==> src/rtl/spd_pkg.sv <==
package spd_pkg;
  localparam int ADDR_W    = 8;
  localparam int MEM_BYTES = 1 << ADDR_W;
  localparam int SUM_LAST  = 62;
  localparam int SUM_SLOT  = 63;
  localparam logic [3:0] DEV_ID = 4'b1010;

  typedef logic [7:0] image_t [MEM_BYTES];

  typedef enum logic [3:0] {
    S_IDLE, S_DEV, S_DEV_ACK, S_WADDR, S_WADDR_ACK,
    S_WDATA, S_WDATA_ACK, S_RDATA, S_RACK, S_WAIT_STOP
  } spd_state_e;

  function automatic image_t default_image();
    image_t img;
    for (int i = 0; i < MEM_BYTES; i++)
      img[i] = (i >= 2 && i <= SUM_LAST) ? 8'(i) : 8'h00;
    img[0] = 8'h80;
    img[1] = 8'h08;
    return img;
  endfunction

  // byte SUM_SLOT replaced by the 8-bit sum of bytes 0..SUM_LAST
  function automatic image_t seal_image(image_t src);
    image_t img = src;
    logic [7:0] acc = 8'h00;
    for (int i = 0; i <= SUM_LAST; i++) acc = acc + src[i];
    img[SUM_SLOT] = acc;
    return img;
  endfunction
endpackage

==> src/rtl/spd_sync.sv <==
module spd_sync #(
  parameter int STAGES = 2
) (
  input  logic clk_i,
  input  logic rst_ni,
  input  logic scl_i,
  input  logic sda_i,
  output logic scl_o,
  output logic sda_o,
  output logic scl_rise_o,
  output logic scl_fall_o,
  output logic start_o,
  output logic stop_o
);
  localparam int LAST = STAGES;

  logic [LAST:0] scl_pipe, sda_pipe;

  always_ff @(posedge clk_i or negedge rst_ni) begin
    if (!rst_ni) begin
      scl_pipe <= '1;
      sda_pipe <= '1;
    end else begin
      scl_pipe <= {scl_pipe[LAST-1:0], scl_i};
      sda_pipe <= {sda_pipe[LAST-1:0], sda_i};
    end
  end

  logic scl_now, scl_old, sda_now, sda_old;
  assign scl_now = scl_pipe[LAST-1];
  assign scl_old = scl_pipe[LAST];
  assign sda_now = sda_pipe[LAST-1];
  assign sda_old = sda_pipe[LAST];

  assign scl_o      = scl_now;
  assign sda_o      = sda_now;
  assign scl_rise_o = scl_now & ~scl_old;
  assign scl_fall_o = ~scl_now & scl_old;
  assign start_o    = scl_now & scl_old & sda_old & ~sda_now;
  assign stop_o     = scl_now & scl_old & ~sda_old & sda_now;
endmodule

==> src/rtl/spd_mem.sv <==
module spd_mem
  import spd_pkg::*;
#(
  parameter image_t INIT_IMAGE = default_image(),
  parameter bit     LOCK_LOWER = 1'b1
) (
  input  logic              clk_i,
  input  logic              rst_ni,
  input  logic              wr_req_i,
  input  logic [ADDR_W-1:0] wr_addr_i,
  input  logic [7:0]        wr_data_i,
  input  logic              wp_i,
  input  logic [ADDR_W-1:0] rd_addr_i,
  output logic [7:0]        rd_data_o
);
  localparam image_t RST_IMAGE = seal_image(INIT_IMAGE);

  logic [7:0] store [MEM_BYTES];
  logic       locked_hit, wr_ok;

  assign locked_hit = LOCK_LOWER && !wr_addr_i[ADDR_W-1];
  assign wr_ok      = wr_req_i && !wp_i && !locked_hit;

  always_ff @(posedge clk_i or negedge rst_ni) begin
    if (!rst_ni) begin
      for (int i = 0; i < MEM_BYTES; i++) store[i] <= RST_IMAGE[i];
    end else if (wr_ok) begin
      store[wr_addr_i] <= wr_data_i;
    end
  end

  assign rd_data_o = store[rd_addr_i];
endmodule

==> src/rtl/spd_ctrl.sv <==
module spd_ctrl
  import spd_pkg::*;
(
  input  logic              clk_i,
  input  logic              rst_ni,
  input  logic              sda_i,
  input  logic              scl_rise_i,
  input  logic              scl_fall_i,
  input  logic              start_i,
  input  logic              stop_i,
  input  logic [2:0]        strap_i,
  input  logic [7:0]        rd_data_i,
  output logic              sda_oe_o,
  output logic              wr_req_o,
  output logic [ADDR_W-1:0] ptr_o,
  output logic [7:0]        wr_data_o,
  output spd_state_e        state_o
);
  spd_state_e        state_q;
  logic [3:0]        cnt_q;
  logic [7:0]        shift_q, tx_q;
  logic [ADDR_W-1:0] ptr_q;
  logic              oe_q, rw_q, mack_q;
  logic              rx_state, byte_done;

  assign rx_state  = (state_q == S_DEV) || (state_q == S_WADDR) || (state_q == S_WDATA);
  assign byte_done = (cnt_q == 4'd8);
  assign wr_req_o  = scl_fall_i && !start_i && !stop_i && (state_q == S_WDATA) && byte_done;

  always_ff @(posedge clk_i or negedge rst_ni) begin
    if (!rst_ni) begin
      state_q <= S_IDLE;
      cnt_q   <= '0;
      shift_q <= '0;
      tx_q    <= '0;
      ptr_q   <= '0;
      oe_q    <= 1'b0;
      rw_q    <= 1'b0;
      mack_q  <= 1'b0;
    end else if (stop_i) begin
      state_q <= S_IDLE;
      oe_q    <= 1'b0;
    end else if (start_i) begin
      state_q <= S_DEV;
      cnt_q   <= '0;
      oe_q    <= 1'b0;
    end else begin
      if (scl_rise_i) begin
        if (rx_state) begin
          shift_q <= {shift_q[6:0], sda_i};
          cnt_q   <= cnt_q + 4'd1;
        end
        if (state_q == S_RDATA) cnt_q <= cnt_q + 4'd1;
        if (state_q == S_RACK)  mack_q <= !sda_i;
      end
      if (scl_fall_i) begin
        case (state_q)
          S_DEV: if (byte_done) begin
            if (shift_q[7:1] == {DEV_ID, strap_i}) begin
              oe_q    <= 1'b1;
              rw_q    <= shift_q[0];
              state_q <= S_DEV_ACK;
            end else begin
              state_q <= S_WAIT_STOP;
            end
          end
          S_DEV_ACK: begin
            cnt_q <= '0;
            if (rw_q) begin
              tx_q    <= rd_data_i;
              oe_q    <= !rd_data_i[7];
              state_q <= S_RDATA;
            end else begin
              oe_q    <= 1'b0;
              state_q <= S_WADDR;
            end
          end
          S_WADDR: if (byte_done) begin
            ptr_q   <= shift_q;
            oe_q    <= 1'b1;
            state_q <= S_WADDR_ACK;
          end
          S_WADDR_ACK, S_WDATA_ACK: begin
            oe_q    <= 1'b0;
            cnt_q   <= '0;
            state_q <= S_WDATA;
          end
          S_WDATA: if (byte_done) begin
            ptr_q   <= ptr_q + 1'b1;
            oe_q    <= 1'b1;
            state_q <= S_WDATA_ACK;
          end
          S_RDATA: begin
            if (byte_done) begin
              oe_q    <= 1'b0;
              ptr_q   <= ptr_q + 1'b1;
              state_q <= S_RACK;
            end else begin
              tx_q <= {tx_q[6:0], 1'b1};
              oe_q <= !tx_q[6];
            end
          end
          S_RACK: begin
            if (mack_q) begin
              tx_q    <= rd_data_i;
              oe_q    <= !rd_data_i[7];
              cnt_q   <= '0;
              state_q <= S_RDATA;
            end else begin
              state_q <= S_WAIT_STOP;
            end
          end
          default: ;
        endcase
      end
    end
  end

  assign sda_oe_o  = oe_q;
  assign ptr_o     = ptr_q;
  assign wr_data_o = shift_q;
  assign state_o   = state_q;
endmodule

==> src/rtl/spd_target.sv <==
module spd_target
  import spd_pkg::*;
#(
  parameter int     SYNC_STAGES = 2,
  parameter bit     LOCK_LOWER  = 1'b1,
  parameter image_t INIT_IMAGE  = default_image()
) (
  input  logic       clk_i,
  input  logic       rst_ni,
  input  logic       scl_i,
  input  logic       sda_i,
  output logic       sda_oe_o,
  input  logic [2:0] strap_i,
  input  logic       wp_i
);
  logic              scl_lvl, sda_lvl, scl_rise, scl_fall, start_evt, stop_evt;
  logic              wr_req;
  logic [ADDR_W-1:0] ptr;
  logic [7:0]        wr_data, rd_data;
  spd_state_e        state;

  spd_sync #(.STAGES(SYNC_STAGES)) sync_i (
    .clk_i, .rst_ni, .scl_i, .sda_i,
    .scl_o(scl_lvl), .sda_o(sda_lvl),
    .scl_rise_o(scl_rise), .scl_fall_o(scl_fall),
    .start_o(start_evt), .stop_o(stop_evt)
  );

  spd_ctrl ctrl_i (
    .clk_i, .rst_ni,
    .sda_i(sda_lvl), .scl_rise_i(scl_rise), .scl_fall_i(scl_fall),
    .start_i(start_evt), .stop_i(stop_evt),
    .strap_i, .rd_data_i(rd_data),
    .sda_oe_o, .wr_req_o(wr_req), .ptr_o(ptr),
    .wr_data_o(wr_data), .state_o(state)
  );

  spd_mem #(.INIT_IMAGE(INIT_IMAGE), .LOCK_LOWER(LOCK_LOWER)) mem_i (
    .clk_i, .rst_ni,
    .wr_req_i(wr_req), .wr_addr_i(ptr), .wr_data_i(wr_data), .wp_i,
    .rd_addr_i(ptr), .rd_data_o(rd_data)
  );
endmodule

==> config.mk <==
export PLATFORM = sky130hd
export DESIGN_NAME = spd_target
export DESIGN_NICKNAME = d
export VERILOG_FILES = /design/src/rtl/spd_pkg.sv /design/src/rtl/spd_sync.sv /design/src/rtl/spd_mem.sv /design/src/rtl/spd_ctrl.sv /design/src/rtl/spd_target.sv
export SDC_FILE = /design/constraint.sdc
export NUM_CORES = 2
export LEC_CHECK = 0
export ABC_AREA = 1
export BUFFER_PORTS_ARGS = -buffer_cell sky130_fd_sc_hd__buf_2
export CAP_MARGIN = 5
export CORE_ASPECT_RATIO = 1.2
export CORE_MARGIN = 5
export CORE_UTILIZATION = 31
export DETAILED_ROUTE_END_ITERATION = 8
export REMOVE_ABC_BUFFERS = 1
export SYNTH_ARGS = -nofsm -noshare
export SYNTH_HDL_FRONTEND = slang
export SYNTH_HIERARCHICAL = 1
export SYNTH_SLANG_ARGS = --single-unit
==> constraint.sdc <==
create_clock -name clk_i -period 5.63 [get_ports clk_i]
set_input_delay 0.2815 -clock clk_i [delete_from_list [all_inputs] [get_ports clk_i]]
set_output_delay 0.2815 -clock clk_i [all_outputs]
set_load 0.02 [all_outputs]
==> key figures <==
Cells and area
  • Fraction of layout cells with a size suffix above 1: 8.715%
  • Most common cell after layout, fill and taps aside: nand2_1
  • Area growth from synthesis to layout: 7.578%
  • Most frequent cells in the layout: nand2_1 (3,251), nand3_1 (2,045), dfrtp_1 (1,887)
  • Layout Cells excl Fill: 13,013
  • Layout net count: 9,047
  • Fillers: 29,223

Drt
  • Via Count: 62,640
  • Total iterations of the first detailed-routing run: 7
  • Routed WL per cell: 17.64 um
  • Drt total wl: 229,600 um
  • DR vias/cell: 4.814
  • # DRC: 0
  • Routed Antenna Nets: 0
  • Initial DRC count: 6,239

Synth
  • Synth warn: 6
  • Yosys reg bits: 2,088
  • Register area share after synthesis: 59.15%
  • FFs w/ async S/R, synth: 100.0%
  • Main synth FF type: dfrtp_1
  • Synth cell types: 45
  • Post-synth EDFFs: 0
  • Cells after Synth: 10,414
  • Synthesized area per cell: 8.522 um^2
  • Synthesized area: 88,750 um^2

Outcome
  • Failing checks: hold timing
  • Status: finished, violations left

Critical path
  • Crit path launch type: flop
  • Largest stage delay, worst path: 0.86 ns
  • R2R setup slack: 1.52 ns
  • WP data required: 6.30 ns
  • CP Cell Sequence: inv_1, nand2_1, nor2_1, nor2_2, nand2_1, nor2_1, inv_1, nor2_1, nand2_1, nor2_4, nand3_4, nor2_2, nand2_1, nand2_1, o21ai_0
  • Kind of end point of the critical path: flop
  • Top cell by count, worst path: nand2_1
  • CP startpoint: sync_i/sda_pipe[1]$_DFF_PN1_
  • CP max stage cell: nor2_2
  • Reg2reg start: sync_i/sda_pipe[1]$_DFF_PN1_
  • Critical path capture point: mem_i/store[18]$_DFFE_PN0P_
  • Critical path class: reg -> reg
  • WP data arrival: 4.78 ns
  • R2r endpoint: mem_i/store[18]$_DFFE_PN0P_
  • Crit Path Max Fanout: 16
  • Reg2reg path depth: 15

Clocking
  • Clock net sink count: 2,088
  • CTS tree: yes
  • Num CTS Buffers: 212
  • Post-CTS Resized: 0
  • CTS clk-pin slew, worst paths: 0.06 ns
  • CTS H-tree depth: 4
  • Clock Latency Late Sink: 0.86 ns
  • CTS Root Buffer Type: clkbuf_16
  • Max clock buf depth: 3

Global routing
  • Global router's overall resource usage: 15.18%
  • Initial antenna violation count: 4
  • Largest net degree at the start of global routing: 199
  • Vias in the first global route: 62,015
  • Global route overflow: 0
  • First-pass GRT wire length: 366,300 um

Floorplanning
  • Cell Rows: 215
  • Die height: 596.1 um
  • Width of the die: 498.4 um
  • Top Ports: 9
  • Core area: 285,400 um^2
  • Starting density of the core: 31.09%
  • Die area: 297,100 um^2

STA
  • Period Utilization, post-route: 72.99%
  • Setup Skew: 0.03260 ns
  • RSZ-0062 raised after global routing: no
  • Setup ws final: 1.521 ns
  • Max Freq: 243.4 MHz
  • Setup tns final: 0 ns
  • Final Critical Period: 4.109 ns
  • Worst rel slew slack: 24.53%
  • Final Hold Viols: 2
  • Worst-Margin Slew: 1.128 ns
  • Final setup vio count: 0
  • Min Hold Slack: -0.01816 ns
  • Max-slew violations: 0

Flow run
  • Maxcap violations: 0

Placement
  • DP HPWL: 126,000 um
  • Routability Congestion: 0.8284
  • Post-Place Worst Slack: 1.676 ns
  • Cell count after placement: 12,615
  • I/O Buffers: 8

Power and ir drop
  • Peak supply drop: 0.4328 mV
  • Leakage: 0.04189 uW
  • Power density over cell area: 330.3 nW/um^2

Worst hold path
  • Type of the worst min-delay path: in -> async
## power breakdown
group          internal, uW  switching [uW]
sequential            15100            88.9
combinational           206            1990
clock                  8090            6080
total                 23400            8160
## flip-flops by register name, indices dropped and copies added, names as in the netlist
signal and cells:
mem_i/store 2048, ctrl_i/cnt_q 4, ctrl_i/sda_oe_o 1, ctrl_i/ptr_o 8
ctrl_i/tx_q 7, sync_i/sda_pipe 3, ctrl_i/mack_q 1, sync_i/scl_pipe 3
ctrl_i/state_o 4, ctrl_i/rw_q 1, ctrl_i/wr_data_o 8
## layout make-up
class,instances,area (um^2),area share (%)
sequential,2088,52510,55.01
multi-input combinational,6535,29220,30.61
clock buffer,314,6168,6.461
tap,3797,4751,4.976
timing repair buffer,137,1597,1.672
clock inverter,78,924.6,0.9685
inverter,62,290.3,0.3041
antenna,2,5.005,0.005242
## critical path: cells and delay by family, from the launching register on
family	cells	cell delay (ns)
buffers and inverters	2	0.12
DFF	1	0.57
and+or+nand+nor	12	3.14
AOI/OAI and AO/OA	1	0.09
## kinds of logic (layout without fill, tap and decap cells)
logic type	count (synthesis)	after routing	synth area share (%)
AND/OR/NAND/NOR	5440	5440	26.60
flip-flops	2088	2088	59.15
buffers and inverters	1791	591	7.935
AO/OA/AOI/OAI	1082	1082	6.168
multiplexers	6	6	0.06768
XOR/XNOR	4	4	0.03948
adder cells (fa/ha/maj)	3	3	0.04230
other	0	2	0
## cells in the mapped netlist, drive strengths merged (2+ instances only)
cell | number | share of area, %
nand2 | 3320 | 14
nand3 | 2049 | 12
dfrtp | 1893 | 53
clkbuf | 1463 | 6.2
o21ai | 1056 | 6.0
buf | 266 | 1.5
dfstp | 195 | 5.8
inv | 62 | 0.27
nor2 | 55 | 0.39
a21oi | 16 | 0.090
nor3 | 12 | 0.17
mux2i | 6 | 0.068
ha | 3 | 0.042
xor2 | 3 | 0.030
nand4 | 2 | 0.014
o211ai | 2 | 0.023
o22ai | 2 | 0.014
## worst min path at each step
stage / from / cells after the start / end / slack [ns]
floorplan: rst_ni / 0 / ctrl_i/cnt_q[0]$_DFFE_PN0N_ / -0.01
global placement: rst_ni / 1 / mem_i/store[1871]$_DFFE_PN0P_ / 0.29
detailed placement: rst_ni / 1 / mem_i/store[1871]$_DFFE_PN0P_ / 0.30
CTS: strap_i[1] / 8 / ctrl_i/rw_q$_DFFE_PN0P_ / 0.01
global route: rst_ni / 2 / mem_i/store[1863]$_DFFE_PN0P_ / 0.03
finish: rst_ni / 2 / mem_i/store[1871]$_DFFE_PN0P_ / -0.02
## timing repair
| action | 4_1_cts | 5_1_grt |
|---|---|---|
| hold endpoints to repair | 121 | 0 |
| buffers inserted | 0 | 0 |
| hold buffers | 4 | 0 |
## per-layer routing
layer | up-vias | track usage, % | routed length (um)
li1 | 30376 | - | -
met1 | 30369 | 21.00 | 104400
met2 | 1522 | 24.46 | 106000
met3 | 373 | 2.054 | 11030
met4 | 0 | 5.394 | 8172
met5 | - | 0 | 0
## stage by stage
step,instance area [um^2],power [uW],utilization (%)
floorplan,81940,16220,-
global placement,88330,17650,30.95
detailed placement,88330,17640,30.95
CTS,95470,31920,33.45
global route,95470,32720,33.45
finish,95470,31530,33.45
(Power assumes the default switching activity.)
